File: config.mk
export PLATFORM = sky130hd
export DESIGN_NAME = panel_lamp_ctrl
export DESIGN_NICKNAME = d
export VERILOG_FILES = /design/src/rtl/lamp_pkg.sv /design/src/rtl/lamp_sync.sv /design/src/rtl/lamp_route.sv /design/src/rtl/lamp_stretch.sv /design/src/rtl/lamp_encode.sv /design/src/rtl/panel_lamp_ctrl.sv
export SDC_FILE = /design/constraint.sdc
export NUM_CORES = 1
export LEC_CHECK = 0
export BUFFER_PORTS_ARGS = -buffer_cell sky130_fd_sc_hd__buf_2
export CAP_MARGIN = 40
export CORE_MARGIN = 5
export CORE_UTILIZATION = 51
export CTS_BUF_LIST = sky130_fd_sc_hd__clkbuf_4 sky130_fd_sc_hd__clkbuf_8
export CTS_CLUSTER_SIZE = 16
export DETAILED_ROUTE_END_ITERATION = 8
export PLACE_DENSITY_LB_ADDON = 0.3
export SLEW_MARGIN = 20
export SYNTH_ARGS = -nofsm -noshare
export SYNTH_HDL_FRONTEND = slang
export SYNTH_SLANG_ARGS = --single-unit
File: constraint.sdc
create_clock -name clk -period 6.1 [get_ports clk]
set_input_delay 1.22 -clock clk [delete_from_list [all_inputs] [get_ports clk]]
set_output_delay 1.22 -clock clk [all_outputs]
set_load 0.02 [all_outputs]
File: src/rtl/lamp_pkg.sv
package lamp_pkg;
  localparam int N_REQ    = 5;              // request lines per source device
  localparam int N_EVT    = 3;              // local status events
  localparam int N_SRC    = 2 * N_REQ + N_EVT;
  localparam int N_GRN    = 9;              // positions with a green element
  localparam int N_RED    = 6;              // positions with a red element
  localparam int N_CH     = N_GRN + N_RED;  // element channels
  localparam int CH_W     = $clog2(N_CH + 1);
  localparam int RED_BASE = N_GRN - N_RED;  // first bi-colour position

  // Channel c < N_GRN: green of position c; c >= N_GRN: red of position RED_BASE+(c-N_GRN).
  // Any code >= N_CH leaves a source unrouted.
  function automatic logic [N_SRC*CH_W-1:0] default_map();
    logic [N_SRC*CH_W-1:0] m;
    m = '1;
    for (int i = 0; i < N_REQ; i++) begin
      m[i*CH_W +: CH_W]           = CH_W'(N_GRN + i);
      m[(N_REQ+i)*CH_W +: CH_W]   = CH_W'(RED_BASE + i);
    end
    for (int j = 0; j < N_EVT; j++)
      m[(2*N_REQ+j)*CH_W +: CH_W] = CH_W'(j);
    return m;
  endfunction
endpackage

File: src/rtl/lamp_sync.sv
module lamp_sync #(
  parameter int W = 8
) (
  input  logic         clk,
  input  logic         rst,
  input  logic [W-1:0] d_async,
  output logic [W-1:0] q
);
  logic [W-1:0] meta;

  always_ff @(posedge clk) begin
    if (rst) begin
      meta <= '0;
      q    <= '0;
    end else begin
      meta <= d_async;
      q    <= meta;
    end
  end
endmodule

File: src/rtl/lamp_route.sv
module lamp_route #(
  parameter int                        N_SRC = 13,
  parameter int                        N_CH  = 15,
  parameter int                        CH_W  = 4,
  parameter logic [N_SRC*CH_W-1:0]     MAP   = '1
) (
  input  logic [N_SRC-1:0] src,
  output logic [N_CH-1:0]  trig
);
  always_comb begin
    trig = '0;
    for (int s = 0; s < N_SRC; s++) begin
      for (int c = 0; c < N_CH; c++) begin
        if (MAP[s*CH_W +: CH_W] == CH_W'(c))
          trig[c] = trig[c] | src[s];
      end
    end
  end
endmodule

File: src/rtl/lamp_stretch.sv
module lamp_stretch #(
  parameter int N_CH = 15,
  parameter int HOLD = 4_000_000
) (
  input  logic            clk,
  input  logic            rst,
  input  logic [N_CH-1:0] trig,
  output logic [N_CH-1:0] on
);
  localparam int CW = $clog2(HOLD + 1);

  for (genvar c = 0; c < N_CH; c++) begin : g_ch
    logic [CW-1:0] cnt;

    always_ff @(posedge clk) begin
      if (rst)
        cnt <= '0;
      else if (trig[c])
        cnt <= CW'(HOLD);
      else if (cnt != '0)
        cnt <= cnt - 1'b1;
    end

    assign on[c] = (cnt != '0);
  end
endmodule

File: src/rtl/lamp_encode.sv
module lamp_encode #(
  parameter int N_GRN    = 9,
  parameter int N_RED    = 6,
  parameter int RED_BASE = 3
) (
  input  logic                   clk,
  input  logic                   rst,
  input  logic [N_GRN+N_RED-1:0] on,
  output logic [N_GRN-1:0]       grn_oe,
  output logic [N_GRN-1:0]       grn_drv_n,
  output logic [N_RED-1:0]       red_oe,
  output logic [N_RED-1:0]       red_drv_n
);
  logic [N_GRN-1:0] g_show;
  logic [N_RED-1:0] r_show;

  for (genvar p = 0; p < N_GRN; p++) begin : g_pos
    if (p < RED_BASE) begin : g_mono
      assign g_show[p] = on[p];
    end else begin : g_bi
      assign g_show[p] = on[p] & ~on[N_GRN + p - RED_BASE];
    end
  end

  assign r_show = on[N_GRN +: N_RED];

  always_ff @(posedge clk) begin
    if (rst) begin
      grn_oe    <= '0;
      grn_drv_n <= '1;
      red_oe    <= '0;
      red_drv_n <= '1;
    end else begin
      grn_oe    <= g_show;
      grn_drv_n <= ~g_show;
      red_oe    <= r_show;
      red_drv_n <= ~r_show;
    end
  end
endmodule

File: src/rtl/panel_lamp_ctrl.sv
module panel_lamp_ctrl
  import lamp_pkg::*;
#(
  parameter int                    CLK_HZ  = 40_000_000,
  parameter int                    HOLD_MS = 100,
  parameter logic [N_SRC*CH_W-1:0] SRC_MAP = default_map()
) (
  input  logic             clk,
  input  logic             rst,
  input  logic [N_REQ-1:0] req_a,
  input  logic [N_REQ-1:0] req_b,
  input  logic [N_EVT-1:0] evt,
  output logic [N_GRN-1:0] grn_oe,
  output logic [N_GRN-1:0] grn_drv_n,
  output logic [N_RED-1:0] red_oe,
  output logic [N_RED-1:0] red_drv_n
);
  localparam int HOLD_CYCLES = CLK_HZ / 1000 * HOLD_MS;

  logic [N_SRC-1:0] src_sync;
  logic [N_CH-1:0]  trig;
  logic [N_CH-1:0]  on;

  lamp_sync #(.W(N_SRC)) u_sync (
    .clk     (clk),
    .rst     (rst),
    .d_async ({evt, req_b, req_a}),
    .q       (src_sync)
  );

  lamp_route #(.N_SRC(N_SRC), .N_CH(N_CH), .CH_W(CH_W), .MAP(SRC_MAP)) u_route (
    .src  (src_sync),
    .trig (trig)
  );

  lamp_stretch #(.N_CH(N_CH), .HOLD(HOLD_CYCLES)) u_stretch (
    .clk  (clk),
    .rst  (rst),
    .trig (trig),
    .on   (on)
  );

  lamp_encode #(.N_GRN(N_GRN), .N_RED(N_RED), .RED_BASE(RED_BASE)) u_encode (
    .clk       (clk),
    .rst       (rst),
    .on        (on),
    .grn_oe    (grn_oe),
    .grn_drv_n (grn_drv_n),
    .red_oe    (red_oe),
    .red_drv_n (red_drv_n)
  );
endmodule

==> results of run 1 <==
per-layer routing:
metal	vias up	global-route usage	share of wire
met5	-	0	0
met4	0	0.0670	0.020
met3	62	0.0364	0.033
met2	232	0.300	0.47
met1	6797	0.233	0.48
li1	7325	-	-
cells by family (layout without fill, tap and decap cells):
family / after synthesis / count (layout) / synth area share
AOI/OAI and AO/OA: 321 / 321 / 0.110
xor gates and xnor gates: 239 / 239 / 0.118
adders and majority gates: 30 / 30 / 0.0212
buffers and inverters: 152 / 247 / 0.0330
DFF: 386 / 386 / 0.436
muxes: 3 / 3 / 0.00184
and+or+nand+nor: 897 / 897 / 0.280
sequential cells by signal, summed over array words and instances (netlist names):
signal              count
u_sync.q               13
u_encode.red_drv_n      6
u_encode.red_oe         6
u_encode.grn_oe         9
u_sync.meta            13
u_stretch.g_ch.cnt    330
u_encode.grn_drv_n      9
area by class of cell:
cell class,count,share of cell area
multi-input combinational,1490,0.476
sequential,386,0.391
clock buffer,103,0.0660
tap,455,0.0288
timing repair buffer,52,0.0141
inverter,72,0.0137
clock inverter,20,0.0109
through the flow:
stage / area [µm²] / hold WS, ns
after global placement: 18200 / 0.419
after floorplan: 17700 / 0.414
after global routing: 19800 / 0.457
after CTS: 19800 / 0.437
after detailed placement: 18200 / 0.424
final: 19800 / 0.429
final timing paths:
kind	slack (ns)	cells past startpoint	end	start
setup / recovery	3.39	7	u_stretch.g_ch[13].cnt[9]	u_stretch.g_ch[13].cnt[0]
hold / removal	0.43	1	u_sync.q[5]	u_sync.meta[5]
setup reg to reg	3.39	7	u_stretch.g_ch[13].cnt[9]	u_stretch.g_ch[13].cnt[0]
hold reg to reg	0.43	1	u_sync.q[5]	u_sync.meta[5]
placed cells by master (no fill, tap or decap), types with 48 or more instances in the layout:
| cell type | count |
|---|---|
| or3_1 | 60 |
| or4_1 | 48 |
| xor2_1 | 104 |
| dfxtp_1 | 386 |
| nor3_1 | 83 |
| clkbuf_8 | 85 |
| inv_1 | 72 |
| xnor2_1 | 135 |
| nor2_1 | 288 |
| nor4_1 | 82 |
| a21oi_1 | 169 |
| nand3_1 | 54 |
| nand2_1 | 62 |
worst register-to-register path, cell delays in order (launching register included):
cell and delay [ns]:
dfxtp_1 0.32, inv_1 0.11, ha_1 0.18, or4b_2 0.65
nor4_1 0.78, a2111oi_0 0.30, xnor2_1 0.19, nor2_1 0.06
==> results.cfg, run 1 <==
[outcome]
status = finished, final reports clean

[cts]
cts_sinks = 386
root_buffer = clkbuf_8
cts_setup_buffers = 0
cts_hold_buf = 0
clk_latency_ns = 0.60
clockBufferDepth = 3
cts_tree = yes
numCtsBuffers = 67
cts_max_level = 3
cts.clk_slew.worst_paths_ns = 0.06
postCtsResizedCells = 0

[critical_path]
cp.buffers_inverters = 1
cpMaxStageDelayCell = nor4_1
critPathArrivalTime_ns = 3.17
endpoint_kind = flop
critPathTopFamily = simple AND/OR/NAND/NOR gates
path_max_fanout = 5
required_ns = 6.56
crit_path_start_kind = flop
path_class = reg -> reg
path_cells = inv_1 -> ha_1 -> or4b_2 -> nor4_1 -> a2111oi_0 -> xnor2_1 -> nor2_1
slowest_delay_ns = 0.78

[synth]
synth_edf_count = 0
avgSynthCellArea_um2 = 8.73
yosysMostFrequentCell = dfxtp_1
syn_nets = 2073
synthArstFlopShare = 0
syn_inst = 2028
ys_ff_latch = 386
synth_common_cells = dfxtp_1 (386), nor2_1 (288), a21oi_1 (169), xnor2_1 (135), xor2_1 (104)
ys.flop_type = dfxtp_1
synth_top_cell_by_area = dfxtp_1
synthTopCellsByArea = dfxtp_1 (44%), xnor2_1 (6.7%), nor2_1 (6.1%), xor2_1 (5.1%), a21oi_1 (4.8%)
syn_area_um2 = 17700
synth.distinct_cells = 65
synth_top_area_frac = 0.436
seq_area_frac_synth = 0.436
synth_warnings = 0

[final_layout]
area.growth.synth_to_final_pct = 11.6
fin_util = 0.574
nets = 2114
ff_latch_area_um2 = 7730
fill_cells = 3138
drive_gt1_frac = 0.108
diodes = 0
instances_no_fill = 2578
multiInputGateArea_um2 = 9400

[place]
pre_cts_ws_ns = 3.20
gp_congestion = 0.835
io_buffers = 44
hpwl_mm = 23.7
dp.cells = 2452

[routing]
vias_per_cell = 5.59
drt-wirelength-per-cell_um = 13.8
ant_nets = 0
drt_drc_violations_left = 0
firstDrtPassIters = 5
detail_route.iter0.violations = 758
vias = 14416
routed_wl_mm = 35.5

[sta]
final_hold_viol_count = 0
rsz0062_at_grt = false
min_period_ns = 2.71
tightest_slew_ns = 0.899
fin_ws_ns = 3.39
report.final.slew_viol_count = 0
max_freq_mhz = 369
finalSetupTns_ns = 0
setup_viol = 0
finClkSkew_ns = 0.0269
max-slew-margin-rel = 0.395
period_share = 0.444

[die]
ios = 45
fp.dieW_um = 196
die_h_um = 196
row_count = 68
dieArea_um2 = 38600
initial_core_util = 0.514
fp.coreArea_um2 = 34500

[flow_run]
drv_cap = 0

[worst_hold_path]
hp-class = reg -> reg

[global_route]
grt_pass1_wl_mm = 61.6
antenna_found_initial = 0
overflow = 0
grt_start_max_net_pins = 82
grt_pass1_vias = 13860
grt_use_total = 0.180
Power of run 1 is not shown: default switching activity piles up to over one toggle a cycle in this logic, so the estimate is an artifact.
==> run 2, diff against run 1 <==
--- a/config.mk
+++ b/config.mk
@@ -5,6 +5,7 @@
 export SDC_FILE = /design/constraint.sdc
 export NUM_CORES = 1
 export LEC_CHECK = 0
+export ABC_AREA = 1
 export BUFFER_PORTS_ARGS = -buffer_cell sky130_fd_sc_hd__buf_2
 export CAP_MARGIN = 40
 export CORE_MARGIN = 5
==> constraint.sdc (replaced) <==
create_clock -name clk -period 2.45 [get_ports clk]
set_input_delay 0.49 -clock clk [delete_from_list [all_inputs] [get_ports clk]]
set_output_delay 0.49 -clock clk [all_outputs]
set_load 0.02 [all_outputs]
==> results.cfg, run 2 <==
[cts]
cts_max_level = 3
cts_setup_buffers = 0
postCtsResizedCells = 0
root_buffer = clkbuf_8
cts_tree = yes
cts.clk_slew.worst_paths_ns = 0.06
clk_latency_ns = 0.61
cts_hold_buf = 0
clockBufferDepth = 3
cts_sinks = 386
numCtsBuffers = 68

[synth]
ys_ff_latch = 386
synth.distinct_cells = 36
seq_area_frac_synth = 0.391
synth_top_cell_by_area = dfxtp_1
synthArstFlopShare = 0
avgSynthCellArea_um2 = 6.57
syn_inst = 3008
synth_edf_count = 0
synth_top_area_frac = 0.391
yosysMostFrequentCell = nor2_1
synth_warnings = 0
synth_common_cells = nor2_1 (800), nand2_1 (721), dfxtp_1 (386), inv_1 (281), nand3_1 (230)
ys.flop_type = dfxtp_1
syn_nets = 3053
synthTopCellsByArea = dfxtp_1 (39%), nor2_1 (15%), nand2_1 (14%), nand3_1 (5.8%), inv_1 (5.3%)
syn_area_um2 = 19800

[sta]
max-slew-margin-rel = 0.468
max_freq_mhz = 497
setup_viol = 0
finClkSkew_ns = 0.0147
period_share = 0.821
min_period_ns = 2.01
tightest_slew_ns = 0.797
report.final.slew_viol_count = 0
finalSetupTns_ns = 0
fin_ws_ns = 0.439
final_hold_viol_count = 0
rsz0062_at_grt = false

[critical_path]
cpMaxStageDelayCell = nand3_1
cp_num_cells = 8
crit_path_start_kind = flop
r2r_cells = 8
endpoint_kind = flop
required_ns = 2.93
rr_startpoint = u_stretch.g_ch[9].cnt[0]
path_class = reg -> reg
path_cells = inv_1 -> ha_1 -> nand2_1 -> nor2_1 -> nand3_1 -> buf_4 -> xor2_1 -> nor2_1
slowest_delay_ns = 0.48
critPathArrivalTime_ns = 2.49
cp-startpoint = u_stretch.g_ch[9].cnt[0]
path_max_fanout = 12
cp.buffers_inverters = 2
critPathTopFamily = simple AND/OR/NAND/NOR gates
crit_top_cell = nor2_1

[die]
initial_core_util = 0.514
ios = 45
die_h_um = 207
dieArea_um2 = 42800
fp.coreArea_um2 = 38500
fp.dieW_um = 207
row_count = 72

[final_layout]
nets = 3129
fin_util = 0.572
drive_gt1_frac = 0.0791
layout_common_cells = nor2_1 (800), nand2_1 (721), dfxtp_1 (386)
final_area_um2 = 22000
mostFrequentLayoutCell = nor2_1
area.growth.synth_to_final_pct = 11.2
largest_reg_flops = 330
largestRegisters = u_stretch.g_ch.cnt x330, u_sync.meta x13, u_sync.q x13
top_register = u_stretch.g_ch.cnt
diodes = 0

[global_route]
antenna_found_initial = 1
grt_pass1_vias = 17624
overflow = 0
grt_pass1_wl_mm = 77.0
grt_use_total = 0.209
grt_start_max_net_pins = 53

[flow_run]
drv_cap = 0

[worst_hold_path]
min_from = req_a[3]
hp-class = in -> reg
worstHoldPathCells = 3

[routing]
drt-wirelength-per-cell_um = 12.2
ant_nets = 0
firstDrtPassIters = 6
detail_route.iter0.violations = 998
drt_drc_violations_left = 0
routed_wl_mm = 44.4
vias = 18462
vias_per_cell = 5.05

[place]
io_buffers = 44
placed_area_um2 = 20500
pre_cts_ws_ns = 0.483
gp_congestion = 0.919
hpwl_mm = 32.7

[outcome]
status = finished, final reports clean
[run 2: cell count changes in the layout (fill, tap and decap cells not counted), sizes merged, moves of 30 or more]
cell / delta
xnor2: -31
nand4: +30
nor2b: -30
or3: -62
nor3: -53
nor2: +536
xor2: -44
or4: -48
nor4: -88
inv: +212
a21oi: -36
nand3: +185
nand2: +664
[run 2: per-stage QoR]
stage                     hold slack (ns)  std cells
after CTS                          0.0411       3655
after global placement              0.390       3532
final                              0.0922       3655
after floorplan                     0.388       3008
after detailed placement            0.395       3532
after global routing               0.0595       3655
[run 2: logic make-up (layout without fill, tap and decap cells)]
family | Yosys count | in the layout | share of synthesized area
buf+inv | 336 | 465 | 0.0678
flops | 386 | 386 | 0.391
compound gates | 177 | 177 | 0.0478
fa+ha+maj | 30 | 30 | 0.0190
xor+xnor | 164 | 164 | 0.0726
simple gates | 1915 | 1915 | 0.402
[run 2: final timing paths]
path | end | slack, ns
hold reg to reg | u_sync.q[11] | 0.40
hold / removal | u_sync.meta[3] | 0.09
setup reg to reg | u_stretch.g_ch[9].cnt[0] | 0.44
setup / recovery | u_stretch.g_ch[9].cnt[0] | 0.44
[run 2: layer usage]
layer | global-route usage | routed length [µm] | up-vias
met4 | 0.0753 | 1210 | 0
met2 | 0.356 | 20500 | 443
li1 | - | - | 9602
met3 | 0.0416 | 2330 | 97
met5 | 0 | 0 | -
met1 | 0.264 | 20400 | 8320
[run 2: worst reg2reg max path: cells and delay by family, from the launching register on]
family / cells / cell delay [ns]
xor+xnor: 1 / 0.14
fa+ha+maj: 1 / 0.21
buf+inv: 2 / 0.54
flops: 1 / 0.30
simple gates: 4 / 0.70
[run 2: cell type report]
cell class / instances / area [µm²]
clock buffer: 103 / 1340
multi-input combinational: 2286 / 10700
clock inverter: 20 / 163
tap: 518 / 648
inverter: 284 / 1070
sequential: 386 / 7730
fill: 3739 / 16500
timing repair buffer: 58 / 344
Power of run 2 is left out for the same reason.
==> run 3, diff against run 2 <==
==> constraint.sdc (replaced) <==
create_clock -name clk -period 1.8 [get_ports clk]
set_input_delay 0.36 -clock clk [delete_from_list [all_inputs] [get_ports clk]]
set_output_delay 0.36 -clock clk [all_outputs]
set_load 0.02 [all_outputs]
==> results.cfg, run 3 (synthesis gave the netlist of run 2 again) <==
[outcome]
status = finished, final reports clean

[routing]
vias = 18621
drt_drc_violations_left = 0
vias_per_cell = 5.04
routed_wl_mm = 44.9
detail_route.iter0.violations = 1189
ant_nets = 0
firstDrtPassIters = 5
drt-wirelength-per-cell_um = 12.2

[sta]
final_hold_viol_count = 0
finClkSkew_ns = 0.0331
max_freq_mhz = 595
fin_ws_ns = 0.120
setup_viol = 0
report.final.slew_viol_count = 0
period_share = 0.933
finalSetupTns_ns = 0
max-slew-margin-rel = 0.664
rsz0062_at_grt = false
tightest_slew_ns = 0.503
min_period_ns = 1.68

[final_layout]
layout_common_cells = nor2_1 (797), nand2_1 (721), dfxtp_1 (386)
fill_cells = 3660
area.growth.synth_to_final_pct = 13.1
largestRegisters = u_stretch.g_ch.cnt x330, u_sync.meta x13, u_sync.q x13
instances_no_fill = 3694
drive_gt1_frac = 0.0878
diodes = 0
mostFrequentLayoutCell = nor2_1
top_register = u_stretch.g_ch.cnt
final_area_um2 = 22400
largest_reg_flops = 330
nets = 3177

[global_route]
grt_start_max_net_pins = 36
grt_use_total = 0.212
grt_pass1_vias = 17887
antenna_found_initial = 0
overflow = 0
grt_pass1_wl_mm = 78.4

[cts]
cts_sinks = 386
cts.clk_slew.worst_paths_ns = 0.06
cts_tree = yes
clk_latency_ns = 0.61
cts_setup_buffers = 0
root_buffer = clkbuf_8
numCtsBuffers = 68
cts_max_level = 3
clockBufferDepth = 3

[critical_path]
path_class = reg -> reg
r2r_slack_ns = 0.12
critPathArrivalTime_ns = 2.19
r2r_cells = 8
path_max_fanout = 7
crit_path_start_kind = flop
rr_startpoint = u_stretch.g_ch[0].cnt[0]
r2r-end = u_stretch.g_ch[0].cnt[16]
cp-startpoint = u_stretch.g_ch[0].cnt[0]
required_ns = 2.32
endpoint = u_stretch.g_ch[0].cnt[16]
endpoint_kind = flop

[die]
row_count = 72
fp.coreArea_um2 = 38500
initial_core_util = 0.514
ios = 45
fp.dieW_um = 207
dieArea_um2 = 42800
die_h_um = 207

[worst_hold_path]
hp-class = in -> reg

[place]
io_buffers = 44
gp_congestion = 0.938
dp.cells = 3567
placed_area_um2 = 20700
pre_cts_ws_ns = 0.102
hpwl_mm = 33.1

[flow_run]
drv_cap = 0
-- run 3: worst max-delay path: stages, from the launching register on --
cell,delay [ns]
dfxtp_1,0.29
inv_1,0.16
ha_1,0.34
nand2_1,0.17
nor2_1,0.30
nand2_1,0.10
nand2_1,0.07
nand3_1,0.07
a21oi_1,0.11
-- run 3: worst min-delay path by stage --
stage | startpoint | to | slack (ns) | depth (start not counted)
floorplan | u_sync.meta[0] | u_sync.q[0] | 0.39 | 2
global placement | u_sync.meta[7] | u_sync.q[7] | 0.39 | 2
detailed placement | u_sync.meta[8] | u_sync.q[8] | 0.40 | 2
CTS | rst | u_sync.q[5] | 0.07 | 2
global route | rst | u_sync.q[5] | 0.11 | 2
finish | rst | u_sync.q[5] | 0.13 | 2
-- run 3: stage by stage --
step / hold WS (ns) / util
global placement: 0.390 / 0.539
global route: 0.110 / 0.581
finish: 0.130 / 0.581
CTS: 0.0732 / 0.580
detailed placement: 0.396 / 0.539
floorplan: 0.388 / -
-- run 3: cell type report --
type,count,area [µm²],area share
clock buffer,104,1330,0.0592
clock inverter,10,125,0.00559
inverter,284,1070,0.0478
multi-input combinational,2286,10700,0.480
sequential,386,7730,0.346
tap,518,648,0.0290
timing repair buffer,106,724,0.0324
-- run 3: layer usage --
metal / wire length (µm) / global-route usage / vias to the layer above
li1: - / - / 9681
met3: 2220 / 0.0384 / 99
met2: 20800 / 0.357 / 410
met1: 20800 / 0.275 / 8431
met4: 1170 / 0.0722 / 0
met5: 0 / 0 / -
-- run 3: repair_timing --
action,CTS,global route
setup endpoints to repair,0,36
hold buffers,13,0
endpoints found under the hold margin,13,0
resized for setup,0,9
Power of run 3 is left out for the same reason.
